## src/rtl/irq_pkg.sv

```systemverilog
package irq_pkg;
   // operation applied to the current-level stack in one cycle
   typedef enum logic [1:0] {
      LVL_HOLD = 2'b00,
      LVL_PUSH = 2'b01,
      LVL_POP  = 2'b10
   } lvl_op_e;
endpackage

```

## src/rtl/irq_gate.sv

```systemverilog
module irq_gate #(
   parameter int N_SRC = 5,
   parameter int LVL_W = 4,
   parameter logic [N_SRC-1:0][LVL_W-1:0] LEVELS = '0
) (
   input  logic [N_SRC-1:0] raw_req,
   input  logic [N_SRC-1:0] enable,
   input  logic             glob_dis,
   input  logic [LVL_W-1:0] cur_lvl,
   output logic [N_SRC-1:0] elig
);
   for (genvar g = 0; g < N_SRC; g++) begin : g_src
      assign elig[g] = raw_req[g] & enable[g] & ~glob_dis & (LEVELS[g] > cur_lvl);
   end
endmodule

```

## src/rtl/irq_pick.sv

```systemverilog
module irq_pick #(
   parameter int N_SRC = 5,
   parameter int LVL_W = 4,
   parameter int ID_W  = 3,
   parameter logic [N_SRC-1:0][LVL_W-1:0] LEVELS = '0,
   parameter bit TIE_LOW_ID = 1'b1
) (
   input  logic [N_SRC-1:0] elig,
   output logic             hit,
   output logic [ID_W-1:0]  id,
   output logic [LVL_W-1:0] lvl
);
   if (TIE_LOW_ID) begin : g_tie_low
      always_comb begin
         hit = 1'b0;
         id  = '0;
         lvl = '0;
         for (int i = 0; i < N_SRC; i++) begin
            if (elig[i] && (!hit || LEVELS[i] > lvl)) begin
               hit = 1'b1;
               id  = ID_W'(i);
               lvl = LEVELS[i];
            end
         end
      end
   end else begin : g_tie_high
      always_comb begin
         hit = 1'b0;
         id  = '0;
         lvl = '0;
         for (int i = 0; i < N_SRC; i++) begin
            if (elig[i] && (!hit || LEVELS[i] >= lvl)) begin
               hit = 1'b1;
               id  = ID_W'(i);
               lvl = LEVELS[i];
            end
         end
      end
   end
endmodule

```

## src/rtl/irq_lvl_stack.sv

```systemverilog
module irq_lvl_stack
   import irq_pkg::*;
#(
   parameter int LVL_W = 4,
   parameter int DEPTH = 6
) (
   input  logic             clk,
   input  logic             rst_n,
   input  lvl_op_e          op,
   input  logic [LVL_W-1:0] new_lvl,
   output logic [LVL_W-1:0] cur_lvl
);
   localparam int SP_W  = $clog2(DEPTH + 1);
   localparam int IDX_W = (DEPTH > 1) ? $clog2(DEPTH) : 1;

   logic [LVL_W-1:0] saved [DEPTH];
   logic [SP_W-1:0]  sp;
   logic [SP_W-1:0]  sp_dec;

   assign sp_dec = sp - 1'b1;

   always_ff @(posedge clk or negedge rst_n) begin
      if (!rst_n) begin
         cur_lvl <= '0;
         sp      <= '0;
         for (int i = 0; i < DEPTH; i++) saved[i] <= '0;
      end else begin
         unique case (op)
            LVL_PUSH: begin
               if (sp != SP_W'(DEPTH)) begin
                  saved[sp[IDX_W-1:0]] <= cur_lvl;
                  sp      <= sp + 1'b1;
                  cur_lvl <= new_lvl;
               end
            end
            LVL_POP: begin
               if (sp != '0) begin
                  cur_lvl <= saved[sp_dec[IDX_W-1:0]];
                  sp      <= sp_dec;
               end
            end
            default: ;
         endcase
      end
   end
endmodule

```

## src/rtl/irq_prio_ctrl.sv

```systemverilog
module irq_prio_ctrl
   import irq_pkg::*;
#(
   parameter int N_DEV = 4,
   parameter int LVL_W = 4,
   parameter logic [N_DEV:0][LVL_W-1:0] SRC_LEVELS = {4'd7, 4'd6, 4'd5, 4'd3, 4'd1},
   parameter bit TIE_LOW_ID = 1'b1
) (
   input  logic                          clk,
   input  logic                          rst_n,
   input  logic [N_DEV-1:0]              dev_irq,
   input  logic                          nmi_irq,
   input  logic                          en_wr,
   input  logic [N_DEV:0]                en_data,
   input  logic                          swi_wr,
   input  logic                          swi_val,
   input  logic                          glob_dis,
   input  logic                          ack,
   input  logic                          rti,
   output logic                          irq_req,
   output logic [$clog2(N_DEV+2)-1:0]    irq_id,
   output logic [LVL_W-1:0]              cur_level
);
   localparam int N_SRC = N_DEV + 1;
   localparam int ID_W  = $clog2(N_DEV + 2);
   localparam int DEPTH = N_SRC + 1;
   localparam logic [ID_W-1:0]  NMI_ID  = ID_W'(N_SRC);
   localparam logic [LVL_W-1:0] NMI_LVL = {LVL_W{1'b1}};

   if (N_DEV < 1) begin : g_bad_ndev
      $error("N_DEV must be at least 1");
   end
   if (LVL_W < 2) begin : g_bad_lvlw
      $error("LVL_W must be at least 2");
   end
   for (genvar g = 0; g < N_SRC; g++) begin : g_lvl_chk
      if (SRC_LEVELS[g] == '0 || SRC_LEVELS[g] == NMI_LVL) begin : g_bad_lvl
         $error("source levels must lie strictly between 0 and the top level");
      end
   end

   logic [N_SRC-1:0] en_q;
   logic             swi_q;
   logic [N_SRC-1:0] raw_req;
   logic [N_SRC-1:0] elig;
   logic             pick_hit;
   logic [ID_W-1:0]  pick_id;
   logic [LVL_W-1:0] pick_lvl;
   logic             nmi_ok;
   logic [LVL_W-1:0] sel_lvl;
   lvl_op_e          op;

   always_ff @(posedge clk or negedge rst_n) begin
      if (!rst_n) begin
         en_q  <= '0;
         swi_q <= 1'b0;
      end else begin
         if (en_wr)  en_q  <= en_data;
         if (swi_wr) swi_q <= swi_val;
      end
   end

   assign raw_req = {dev_irq, swi_q};

   irq_gate #(
      .N_SRC (N_SRC),
      .LVL_W (LVL_W),
      .LEVELS(SRC_LEVELS)
   ) u_gate (
      .raw_req (raw_req),
      .enable  (en_q),
      .glob_dis(glob_dis),
      .cur_lvl (cur_level),
      .elig    (elig)
   );

   irq_pick #(
      .N_SRC     (N_SRC),
      .LVL_W     (LVL_W),
      .ID_W      (ID_W),
      .LEVELS    (SRC_LEVELS),
      .TIE_LOW_ID(TIE_LOW_ID)
   ) u_pick (
      .elig(elig),
      .hit (pick_hit),
      .id  (pick_id),
      .lvl (pick_lvl)
   );

   assign nmi_ok  = nmi_irq && (cur_level != NMI_LVL);
   assign irq_req = nmi_ok | pick_hit;
   assign irq_id  = nmi_ok ? NMI_ID : pick_id;
   assign sel_lvl = nmi_ok ? NMI_LVL : pick_lvl;

   always_comb begin
      if (rti)                 op = LVL_POP;
      else if (ack && irq_req) op = LVL_PUSH;
      else                     op = LVL_HOLD;
   end

   irq_lvl_stack #(
      .LVL_W(LVL_W),
      .DEPTH(DEPTH)
   ) u_stack (
      .clk    (clk),
      .rst_n  (rst_n),
      .op     (op),
      .new_lvl(sel_lvl),
      .cur_lvl(cur_level)
   );
endmodule

```

## config.mk

```make
export PLATFORM = sky130hd
export DESIGN_NAME = irq_prio_ctrl
export DESIGN_NICKNAME = d
export VERILOG_FILES = /design/src/rtl/irq_pkg.sv /design/src/rtl/irq_gate.sv /design/src/rtl/irq_pick.sv /design/src/rtl/irq_lvl_stack.sv /design/src/rtl/irq_prio_ctrl.sv
export SDC_FILE = /design/constraint.sdc
export NUM_CORES = 1
export LEC_CHECK = 0
export BUFFER_PORTS_ARGS = -buffer_cell sky130_fd_sc_hd__buf_2
export CAP_MARGIN = 25
export CORE_ASPECT_RATIO = 0.75
export CORE_MARGIN = 2
export CORE_UTILIZATION = 40
export CTS_CLUSTER_DIAMETER = 80
export DETAILED_ROUTE_END_ITERATION = 16
export GPL_ROUTABILITY_DRIVEN = 0
export PLACE_DENSITY = 0.68
export SYNTH_ARGS = -nofsm -noshare
export SYNTH_HDL_FRONTEND = slang
export SYNTH_HIERARCHICAL = 1
export SYNTH_SLANG_ARGS = --single-unit
```

## constraint.sdc

```tcl
create_clock -name clk -period 2.7 [get_ports clk]
set_input_delay 0.27 -clock clk [delete_from_list [all_inputs] [get_ports clk]]
set_output_delay 0.27 -clock clk [all_outputs]
set_load 0.1 [all_outputs]
```

# [Yosys cells after proc, flatten, opt, wreduce, memory -nomap -nowiden]
# Cells that the tools add are included.
[totals] out_inout_bits=8 input_bits=18 reg_bits=37 elab_cells=98
[classes] n_eq_ne=6 n_addsub=2 n_lt_le_gt_ge=12 reduce_logical=19 bitwise=19 n_mux=30
[op_table] cell="$bwmux 24" n=1
[op_table] cell="$mux 4" n=6
[op_table] cell="$mux 3" n=7
[op_table] cell="$and 1x1->1" n=15
[op_table] cell="$bmux 4 s3" n=1
[op_table] cell="$demux 4 s3" n=1
[op_table] cell="$gt 3x4->1 const A" n=3
[op_table] cell="$ge 4x4->1 const B" n=2
[op_table] cell="$mux 1" n=8
[op_table] cell="$mux 2" n=4
[op_table] cell="$not 3->4" n=2
[op_table] cell="$pmux 4 s2" n=1
[op_table] cell="$logic_and 1x1->1" n=7
[op_table] cell="$gt 3x3->1 const A" n=2
[op_table] cell="$pmux 3 s2" n=1
[op_table] cell="$gt 1x4->1 const A" n=1
[op_table] cell="$gt 2x4->1 const A" n=1
[op_table] cell="$logic_not 1->1" n=4
[op_table] cell="$logic_or 1x1->1" n=4
[op_table] cell="$lt 4x1->1 const B" n=1
[op_table] cell="$ne 2x1->1 const B" n=2
[op_table] cell="$ne 4x4->1 const B" n=1
[op_table] cell="$add 3x1->3 const B" n=1
[op_table] cell="$gt 3x2->1 const A" n=1
[op_table] cell="other kinds (11)" n=11

# [Logic depth before layout (Yosys ltp)]
# Gate-level depths: netlist of the first run.
[logic_depth] ltp_word=27 ltp_mapped=11

# [Hierarchy]
# Netlist of the first run, hierarchy kept.
[by_module_without_submodules] module="irq_lvl_stack" area_per_inst_um2=1560.2 cells_each=122 instances=1
[by_module_without_submodules] module="irq_prio_ctrl" area_per_inst_um2=335.3 cells_each=26 instances=1
[by_module_without_submodules] module="irq_gate" area_per_inst_um2=96.3 cells_each=12 instances=1
[by_module_without_submodules] module="irq_pick" area_per_inst_um2=75.1 cells_each=14 instances=1

# [Least setup slack after synthesis of the first run]
# Ideal clock, no wire load.
[synth_timing] path_type="register to register" from="reg u_stack.cur_lvl[1]" to="reg u_stack.cur_lvl[1]" setup_time_ps=123 path_stages_with_launch=11 slack_ps=-679 arrival_ps=3257 path_buffers=1 period_less_slack_ps=3379 cell_sequence="dfrtp_1 o21ai_0 and4_1 or3_4 or3_1 nand3b_1 o21ai_1 nor2b_1 clkbuf_1 a22oi_2 a22o_1"
[synth_via] word_cells_on_any_way=51 classes_between="order compare (9); eq/ne (5); mux (15); bitwise (6); reduce/logical (16)"
[synth_rtl] element="start: declaration" line_no="irq_lvl_stack.sv:11" rtl="output logic [LVL_W-1:0] cur_lvl"
[synth_rtl] element="start signal: assignment" line_no="irq_lvl_stack.sv:33" rtl="cur_lvl <= new_lvl;"
[synth_rtl] element="start signal: assignment" line_no="irq_lvl_stack.sv:38" rtl="cur_lvl <= saved[sp_dec[IDX_W-1:0]];"
[synth_rtl] element="$gt 3x4->1 (*)" line_no="irq_gate.sv:13" rtl="assign elig[g] = raw_req[g] & enable[g] & ~glob_dis & (LEVELS[g] > cur_lvl);"
[synth_rtl] element="$and 1x1->1 (*)" line_no="irq_gate.sv:13"
[synth_rtl] element="via elig[2]" line_no="irq_prio_ctrl.sv:45" rtl="logic [N_SRC-1:0] elig;"
[synth_rtl] element="$logic_and 1x1->1 (*)" line_no="irq_pick.sv:19" rtl="if (elig[i] && (!hit || LEVELS[i] > lvl)) begin"
[synth_rtl] element="$mux 3 or $mux 1 (tied branches)" line_no="irq_pick.sv:19"
[synth_rtl] element="$gt 3x3->1 or $logic_not 1->1 (tied branches)" line_no="irq_pick.sv:19"
[synth_rtl] element="$logic_or 1x1->1" line_no="irq_pick.sv:19"
[synth_rtl] element="$logic_and 1x1->1" line_no="irq_pick.sv:19"
[synth_rtl] element="[... 5 more ...]"
[synth_rtl] element="via pick_hit" line_no="irq_prio_ctrl.sv:46" rtl="logic pick_hit;"
[synth_rtl] element="$or 1x1->1 (*)" line_no="irq_prio_ctrl.sv:91" rtl="assign irq_req = nmi_ok | pick_hit;"
[synth_rtl] element="$logic_and 1x1->1 (*)" line_no="irq_prio_ctrl.sv:97" rtl="else if (ack && irq_req) op = LVL_PUSH;"
[synth_rtl] element="$mux 1 (*)" line_no="irq_prio_ctrl.sv:97"
[synth_rtl] element="$mux 2 (*)" line_no="irq_prio_ctrl.sv:96" rtl="if (rti) op = LVL_POP;"
[synth_rtl] element="via op[0]" line_no="irq_prio_ctrl.sv:51" rtl="lvl_op_e op;"
[synth_rtl] element="$eq 2x2->1 or $eq 2x1->1 (tied branches)" line_no="irq_lvl_stack.sv:28" rtl="unique case (op)"
[synth_rtl] element="$ne 2x1->1 (no source line) or $reduce_bool 2->1 (tied branches)"
[synth_rtl] element="$reduce_and 3->1 (no source line)"
# Mark *: on every way through the listed nets, which the timed path passes. The rest lies on a longest branch. The select of a mux whose other input is x is not followed.
# A chain may end at the register's enable or synchronous reset.

# [Worst setup path after layout of the first run]
[layout_timing] from="reg u_stack.cur_lvl[2]" to="reg u_stack/saved[1] (netlist name)"
[layout_via] word_cells_on_any_way=43 classes_between="order compare (9); eq/ne (2); mux (11); bitwise (6); reduce/logical (15)"
[layout_rtl] element="$gt 2x4->1 (*)" line_no="irq_gate.sv:13"
[layout_rtl] element="$and 1x1->1 (*)" line_no="irq_gate.sv:13"
[layout_rtl] element="via elig[1]" line_no="irq_prio_ctrl.sv:45"
[layout_rtl] element="$logic_and 1x1->1 (*)" line_no="irq_pick.sv:19"
[layout_rtl] element="$mux 2 or $mux 1 (tied branches)" line_no="irq_pick.sv:19"
[layout_rtl] element="$gt 3x2->1 or $logic_not 1->1 (tied branches)" line_no="irq_pick.sv:19"
[layout_rtl] element="$logic_or 1x1->1" line_no="irq_pick.sv:19"
[layout_rtl] element="$logic_and 1x1->1" line_no="irq_pick.sv:19"
[layout_rtl] element="[... 9 more ...]"
[layout_rtl] element="via pick_hit" line_no="irq_prio_ctrl.sv:46"
[layout_rtl] element="$or 1x1->1 (*)" line_no="irq_prio_ctrl.sv:91"
[layout_rtl] element="$logic_and 1x1->1 (*)" line_no="irq_prio_ctrl.sv:97"
[layout_rtl] element="$mux 1 (*)" line_no="irq_prio_ctrl.sv:97"
[layout_rtl] element="$mux 2 (*)" line_no="irq_prio_ctrl.sv:96"
[layout_rtl] element="via op[0]" line_no="irq_prio_ctrl.sv:51"
[layout_rtl] element="$eq 2x1->1 (*)" line_no="irq_lvl_stack.sv:28"
[layout_rtl] element="$reduce_and 2->1 (no source line) (*)"
[layout_rtl] element="end signal: indexed assignment" line_no="irq_lvl_stack.sv:31" rtl="saved[sp[IDX_W-1:0]] <= cur_lvl;"
[layout_rtl] element="end: declaration" line_no="irq_lvl_stack.sv:16" rtl="logic [LVL_W-1:0] saved [DEPTH];"
# Mark *: on every way through the listed nets, which the timed path passes. The rest lies on a longest branch.

==> results.md, run 1 <==
- Pin count of the biggest net entering global routing: 38
- WP data arrival: ~2.8 ns
- PortBufs: 25
- Tot Pwr: between 0.002 and 0.003 W
- Startpoint types: register
- Peak VDD IR: between 0.6 and 0.7 mV
- Number of hold buffers added after CTS: 0
- Clock insertion delay at the later pin of the skew report: slightly below 0.3 ns
- Antenna fix cells: 0
- Starting density of the core: between 40% and 50%
- Num CTS Buffers: 5
- Gr usage total: 16.9%
- Element type at the critical path end: register
- Die H: 66.3 um
- Post-synth top area share: roughly 45%
- CTS tree: done
- DP Wirelength: between 3000 and 4000 um
- DIE AREA: 5760 sq um
- Initial antenna violation count: 0
- Highest cell delay on the worst timing path: about 0.5 ns
- Hold slack: roughly 0.069 ns
- Worst path slowest cell: dfrtp_4
- Vias in the first global route: 1446
- Period utilisation layout: a little over nine tenths
- Core Area: 4930 sq um
- First-pass GRT wire length: 7310 um
- Crit path time final: around 2.6 ns
- Met3 usage: about 5.4%
- Number of I/O pins: 26
- Final hold violation count: 0
- Cell with the most instances after synthesis: dfrtp_1
- Synth top cells by count: dfrtp_1, mux2_2, nand2_1, inv_1
- WP data required: about 2.9 ns
- Pwr dens: about 1100 nW/um^2
- Max Cap Viol: 0
- Worst path most repeated cell: or3_4
- DIE WIDTH: 87.0 um
- Post-synth EDFFs: 0
- Clock H-tree levels: 2
- Post-synthesis area per instance: about 12 sq um
- Synthesized instance count: between 150 and 200
- Worst hold path class: in -> async
- Row cnt: 22
- Leading area contributor after synthesis: dfrtp_1
- Gr busiest metal: met1
- RSZ-0062 raised after global routing: true
- CP cell instances: or3_4 > a211oi_4 > or3_4 > nand3b_1 > o21ai_2 > and2b_2 > nand3_2 > or3_4 > mux2_4
- Initial DRC count: roughly 110
- Final nets: between 200 and 250
- GRT overflow: 0
- Status: completed
- Syn. warnings: 6
- DRC Markers: 0
- DR pass1 iterations: 4
- Cell variety after synth: 43
- Worst slew pin tran: approximately 0.81 ns
- Synth Register Bits: 37
- P_leak: around 1.2 nW
- Top cells by area, synth: dfrtp_1, mux2_2, mux4_2, ha_1, nand2_1
- CTS root buffer: clkbuf_8
- Post-synth top flop: dfrtp_1
- Reg clk slew, reported paths: roughly 0.070 ns
- Met1 usage: between 20% and 30%
- Max Freq: about 380 MHz
- Share of synthesized registers carrying an async set or reset: 100%
- Syn_nets: 196
- Synthesized area: around 2100 sq um
- CTS Buffer Depth: 2
- Sink Count: 37
- Worst Skew: 0.00642 ns
- Crit Path Class: reg -> reg
- Global Route met2 Usage: 21.4%
- Vias: between 1500 and 2000
- Final Max Slew Viols: 0
- DRT antenna net count: 0
- Post-Route Setup TNS: 0 ns
- Syn-to-layout area delta: 22.7%
- Drt total wl: around 4400 um
- Crit Path Max Fanout: 5
- Slew margin rel.: 45.8%
- Share of post-route cells with drive strength above 1: between 50 and 60%
- Final setup vio count: 0
- Seq/Total Area, Yosys: roughly 45%
- Vias/cell: approximately 5.4
- WL per Instance: roughly 16 um
placed cells by master (no fill, tap or decap), types with 2 or more instances in the layout:
master and instances:
inv_1 7, a22o_1 3, or3_4 4, a21oi_1 2, dfrtp_4 4, mux2_2 22
buf_2 25, clkbuf_8 5, nand2_1 12, o21bai_2 3, nor2_1 5, inv_2 2
mux4_2 4, mux2_1 3, o21ai_0 3, mux2i_1 4, and4_4 4, nor4_2 2
mux2_4 4, nand2b_1 3, o221ai_1 3, nand3_2 2, o21bai_1 5, xor2_1 3
nand3b_1 2, or4_1 2, nand3_1 4, dfrtp_1 33, ha_1 4, nor3_1 2
buf_4 19
kinds of logic after synthesis:
| group | count (synthesis) | share of synthesized area [%] |
|---|---|---|
| muxes | 37 | 22.6 |
| xor gates and xnor gates | 4 | 1.70 |
| other | 1 | 0.181 |
| adders and majority gates | 4 | 2.42 |
| AOI/OAI and AO/OA | 25 | 9.69 |
| and+or+nand+nor | 48 | 14.5 |
| DFF | 37 | 44.8 |
| buffers and inverters | 18 | 4.12 |
routing by layer:
metal	vias up	wire length, um
li1	709	-
met1	743	2270
met2	51	1820
met3	6	263
met4	0	42
met5	-	0
worst max-delay path, delay by kind of cell (launching register included):
kind	cells	cell delay, ns
compound gates	2	0.29
simple gates	6	1.42
mux	1	0.30
flops	1	0.51
registers in the layout, indices dropped and copies added (netlist names):
register	count
u_stack/cur_lvl	4
u_stack/sp	3
swi_q	1
en_q	5
u_stack/saved	24
cell type report:
class / instances / area [sq um]
Clock buffer: 6 / 72.6
Multi-Input combinational cell: 119 / 1110
Inverter: 9 / 33.8
Sequential cell: 37 / 941
Timing Repair Buffer: 44 / 268
Clock inverter: 2 / 38.8
Fill cell: 427 / 2390
Tap cell: 60 / 75.1
metrics by stage:
step	instances	area [sq um]	util, %	setup slack [ns]
after floorplan	174	2110	-	-0.0399
after global placement	262	2340	47.6	0.0865
after detailed placement	262	2340	47.6	0.0428
after CTS	270	2450	49.8	0.0255
after global routing	277	2540	51.5	-0.0607
final	277	2540	51.5	0.0531
path summary, 6_finish.rpt:
kind | end | slack, ns | cells after the start | from
worst min register to register | u_stack/saved[13] | 0.49 | 1 | u_stack/saved[13]
worst min-delay path | u_stack/saved[4] | 0.07 | 1 | rst_n
worst max register to register | u_stack/saved[1] | 0.05 | 9 | u_stack/cur_lvl[2]
worst max-delay path | u_stack/saved[1] | 0.05 | 9 | u_stack/cur_lvl[2]
min in group clk | swi_q | 0.21 | 2 | swi_val
max in group asynchronous | u_stack/cur_lvl[1] | 2.03 | 1 | rst_n
power by group:
part / internal (W) / switching [W] / total (W) / leakage, nW
registers: 0.000771 / 0.000168 / 0.000939 / 0.468
logic: 0.000540 / 0.000851 / 0.00139 / 0.659
clock network: 0.000277 / 0.000200 / 0.000477 / 0.0554
total: 0.00159 / 0.00122 / 0.00281 / 1.18
timing repair:
action	in CTS	in global routing
setup endpoints to repair	0	20
resized for setup	0	8
buffers inserted	0	7
Note: power is estimated with default switching activity, not from simulation.
==> inputs of run 2 (changes only) <==
--- a/config.mk
+++ b/config.mk
@@ -5,6 +5,7 @@
 export SDC_FILE = /design/constraint.sdc
 export NUM_CORES = 1
 export LEC_CHECK = 0
+export ABC_AREA = 1
 export BUFFER_PORTS_ARGS = -buffer_cell sky130_fd_sc_hd__buf_2
 export CAP_MARGIN = 25
 export CORE_ASPECT_RATIO = 0.75
@@ -14,6 +15,7 @@
 export DETAILED_ROUTE_END_ITERATION = 16
 export GPL_ROUTABILITY_DRIVEN = 0
 export PLACE_DENSITY = 0.68
+export SKIP_LAST_GASP = 1
 export SYNTH_ARGS = -nofsm -noshare
 export SYNTH_HDL_FRONTEND = slang
 export SYNTH_HIERARCHICAL = 1
==> run 2 against run 1 <==
Flip-flop and latch count unchanged. Critical path depth rose by 2. Largest cell class unchanged. Critical path type unchanged. Global-route usage increased by 1.6 points. Power down 5.5%. Setup slack better by 0.26 ns. Via count up 21%.
==> results.md, run 2 <==
- Antenna fix cells: 0
- Final Max Slew Viols: 0
- Post-synth top flop: dfrtp_1
- Number of hold buffers added after CTS: 0
- Post-synth EDFFs: 0
- Critical path depth: 11
- Starting density of the core: between 40% and 50%
- Post-synth top area share: between 40% and 50%
- Highest cell delay on the worst timing path: approximately 0.48 ns
- Reg2Reg Setup Slack: 0.31 ns
- Startpoint types: register
- DRT antenna net count: 0
- CTS root buffer: clkbuf_8
- Syn-to-layout area delta: 13.0%
- Post-Route Setup TNS: 0 ns
- Period utilisation layout: a little under 90%
- Final hold violation count: 0
- Vias: 1832
- Final worst slack: 0.308 ns
- DR pass1 iterations: 4
- DIE WIDTH: 88.0 um
- Clock insertion delay at the later pin of the skew report: approximately 0.30 ns
- Status: completed
- Leading area contributor after synthesis: dfrtp_1
- Share of post-route cells with drive strength above 1: between 10% and 20%
- Delay-heaviest family, CP: simple AND/OR/NAND/NOR gates
- PortBufs: 25
- Peak VDD IR: around 0.50 mV
- Max FFs per register: 24
- Worst path slowest cell: dfrtp_1
- Crit Path Class: reg -> reg
- Initial DRC count: 145
- Filler cells: ~510
- Worst path most repeated cell: inv_1
- Synth top cells by count: nand2_1, inv_1, dfrtp_1, nor2_1, o21ai_0
- Worst Skew: 0.00910 ns
- Die H: 67.0 um
- Most common cell after layout, fill and taps aside: nand2_1
- Max Freq: ~420 MHz
- Initial antenna violation count: 0
- DP Wirelength: ~3300 um
- WL per Instance: 11.9 um
- Cell variety after synth: 27
- Top cells by area, synth: dfrtp_1, nand2_1, inv_1, o21ai_0, nor2_1
- Gr usage total: between 10% and 20%
- Max Cap Viol: 0
- Final setup vio count: 0
- Pre-CTS setup slack: between 0.3 and 0.4 ns
- CTS Buffer Depth: 2
- Reg clk slew, reported paths: approximately 0.08 ns
- Pin count of the biggest net entering global routing: 38
- Clock H-tree levels: 2
- First-pass GRT wire length: around 8100 um
- Largest registers: u_stack/saved: 24 flops, en_q: 5 flops, u_stack/cur_lvl: 4 flops
- Post-CTS Resized: 0
- Most frequent cells in the layout: nand2_1, inv_1, dfrtp_1
- Num CTS Buffers: 5
- Number of I/O pins: 26
- Most flops, register: u_stack/saved
- WP data required: 2.91 ns
- Drt total wl: about 4700 um
- Sink Count: 37
- Vias in the first global route: between 1500 and 2000
- Reg area: slightly above 900 sq um
- Syn. warnings: 6
- Final nets: 343
- Synthesized instance count: ~290
- R2R cell count: 11
- Element type at the critical path end: register
- Multi-input logic area: 976 sq um
- P_leak: roughly 1.2 nW
- CTS tree: done
- GRT overflow: 0
- Crit Path Max Fanout: 8
- DRC Markers: 0
- Worst hold path class: in -> async
- Slew margin rel.: between 40% and 50%
- Cell with the most instances after synthesis: nand2_1
- Pwr dens: between 1000 and 1500 nW/um^2
- Post-synthesis area per instance: between 7 and 8 sq um
- Syn_nets: 315
- RSZ-0062 raised after global routing: false
- Vias/cell: between 4 and 5
- Post-CTS Setup Bufs: 0
- Worst slew pin tran: approximately 0.82 ns
- Row cnt: 22
- Core Area: approximately 5000 sq um
- Tot Pwr: between 0.002 and 0.003 W
- Share of synthesized registers carrying an async set or reset: 100%
- Synth Register Bits: 37
- Seq/Total Area, Yosys: between 40% and 50%
- DIE AREA: slightly below 6000 sq um
- Util after Layout: a little under half
- Crit path time final: about 2.4 ns
- CP cell instances: nor2_4 > nand2_1 > nor2_1 > inv_1 > nand3_1 > inv_1 > a21oi_1 > nand3_2 > clkinv_2 > nand4_1 > o21ai_0
- Synthesized area: roughly 2100 sq um
- Buf/Inv on CP: 3
- WP data arrival: ~2.6 ns
==> run 2: cell count changes in the layout (fill, tap and decap cells not counted), sizes merged, moves of 4 or more <==
| cell | change |
|---|---|
| nand2 | +85 |
| mux2 | -23 |
| nor2 | +31 |
| nand4 | +5 |
| mux2i | -4 |
| and4 | -4 |
| o21bai | -8 |
| o21ai | +26 |
| or3 | -4 |
| buf | -18 |
| nand3 | +6 |
| mux4 | -4 |
| inv | +38 |
==> run 2: worst reg2reg max path: cells and delay by family (launching register included) <==
family | cells | cell delay, ns
compound gates | 2 | 0.60
buf+inv | 3 | 0.28
flops | 1 | 0.48
simple gates | 6 | 0.93
==> run 2: final timing paths <==
kind / from / end
worst min-delay path: rst_n / u_stack/saved[7]
worst max-delay path: u_stack/cur_lvl[3] / u_stack/saved[6]
worst max register to register: u_stack/cur_lvl[3] / u_stack/saved[6]
max in group asynchronous: rst_n / u_stack/saved[17]
worst min register to register: u_stack/saved[17] / u_stack/saved[17]
min in group clk: en_data[2] / en_q[2]
==> run 2: layer usage <==
metal | global-route usage (%) | up-vias | part of all wire, %
met5 | 0 | - | 0
met4 | 7.95 | 0 | 1.1
met3 | 4.34 | 5 | 6.4
met2 | 25.7 | 49 | 39
met1 | 27.3 | 824 | 53
li1 | - | 954 | -
==> run 2: through the flow <==
| step | std cells | hold WS, ns | instance area (sq um) |
|---|---|---|---|
| 6_report | 394 | 0.0614 | 2390 |
| 5_1_grt | 394 | 0.128 | 2390 |
| 4_1_cts | 394 | 0.0869 | 2390 |
| 3_5_place_dp | 386 | 0.414 | 2310 |
| 3_3_place_gp | 386 | 0.415 | 2310 |
| 2_1_floorplan | 293 | -0.0256 | 2120 |
==> run 2: cell type report <==
cell class                 count  share of cell area, %
clock buffer                   6                   3.03
sequential                    37                   38.7
clock inverter                 2                  0.627
tap                           72                   3.76
timing repair buffer          26                   5.54
inverter                      48                   7.58
multi-input combinational    203                   40.8
==> run 2: cells by family (layout without fill, tap and decap cells) <==
| group | Yosys count | in the layout | synth area share, % |
|---|---|---|---|
| AND/OR/NAND/NOR | 154 | 154 | 30.2 |
| buffers and inverters | 53 | 82 | 10.2 |
| flip-flops | 37 | 37 | 43.7 |
| AO/OA/AOI/OAI | 36 | 36 | 9.27 |
| multiplexers | 6 | 6 | 3.19 |
| adder cells (fa/ha/maj) | 4 | 4 | 2.36 |
| XOR/XNOR | 2 | 2 | 0.827 |
| other | 1 | 1 | 0.177 |
==> run 2: report_power, final <==
| group | internal (W) | switching, W | total, W |
|---|---|---|---|
| Sequential | 0.000742 | 0.000164 | 0.000906 |
| Clock | 0.000182 | 0.000214 | 0.000396 |
| Combinational | 0.000357 | 0.000993 | 0.00135 |
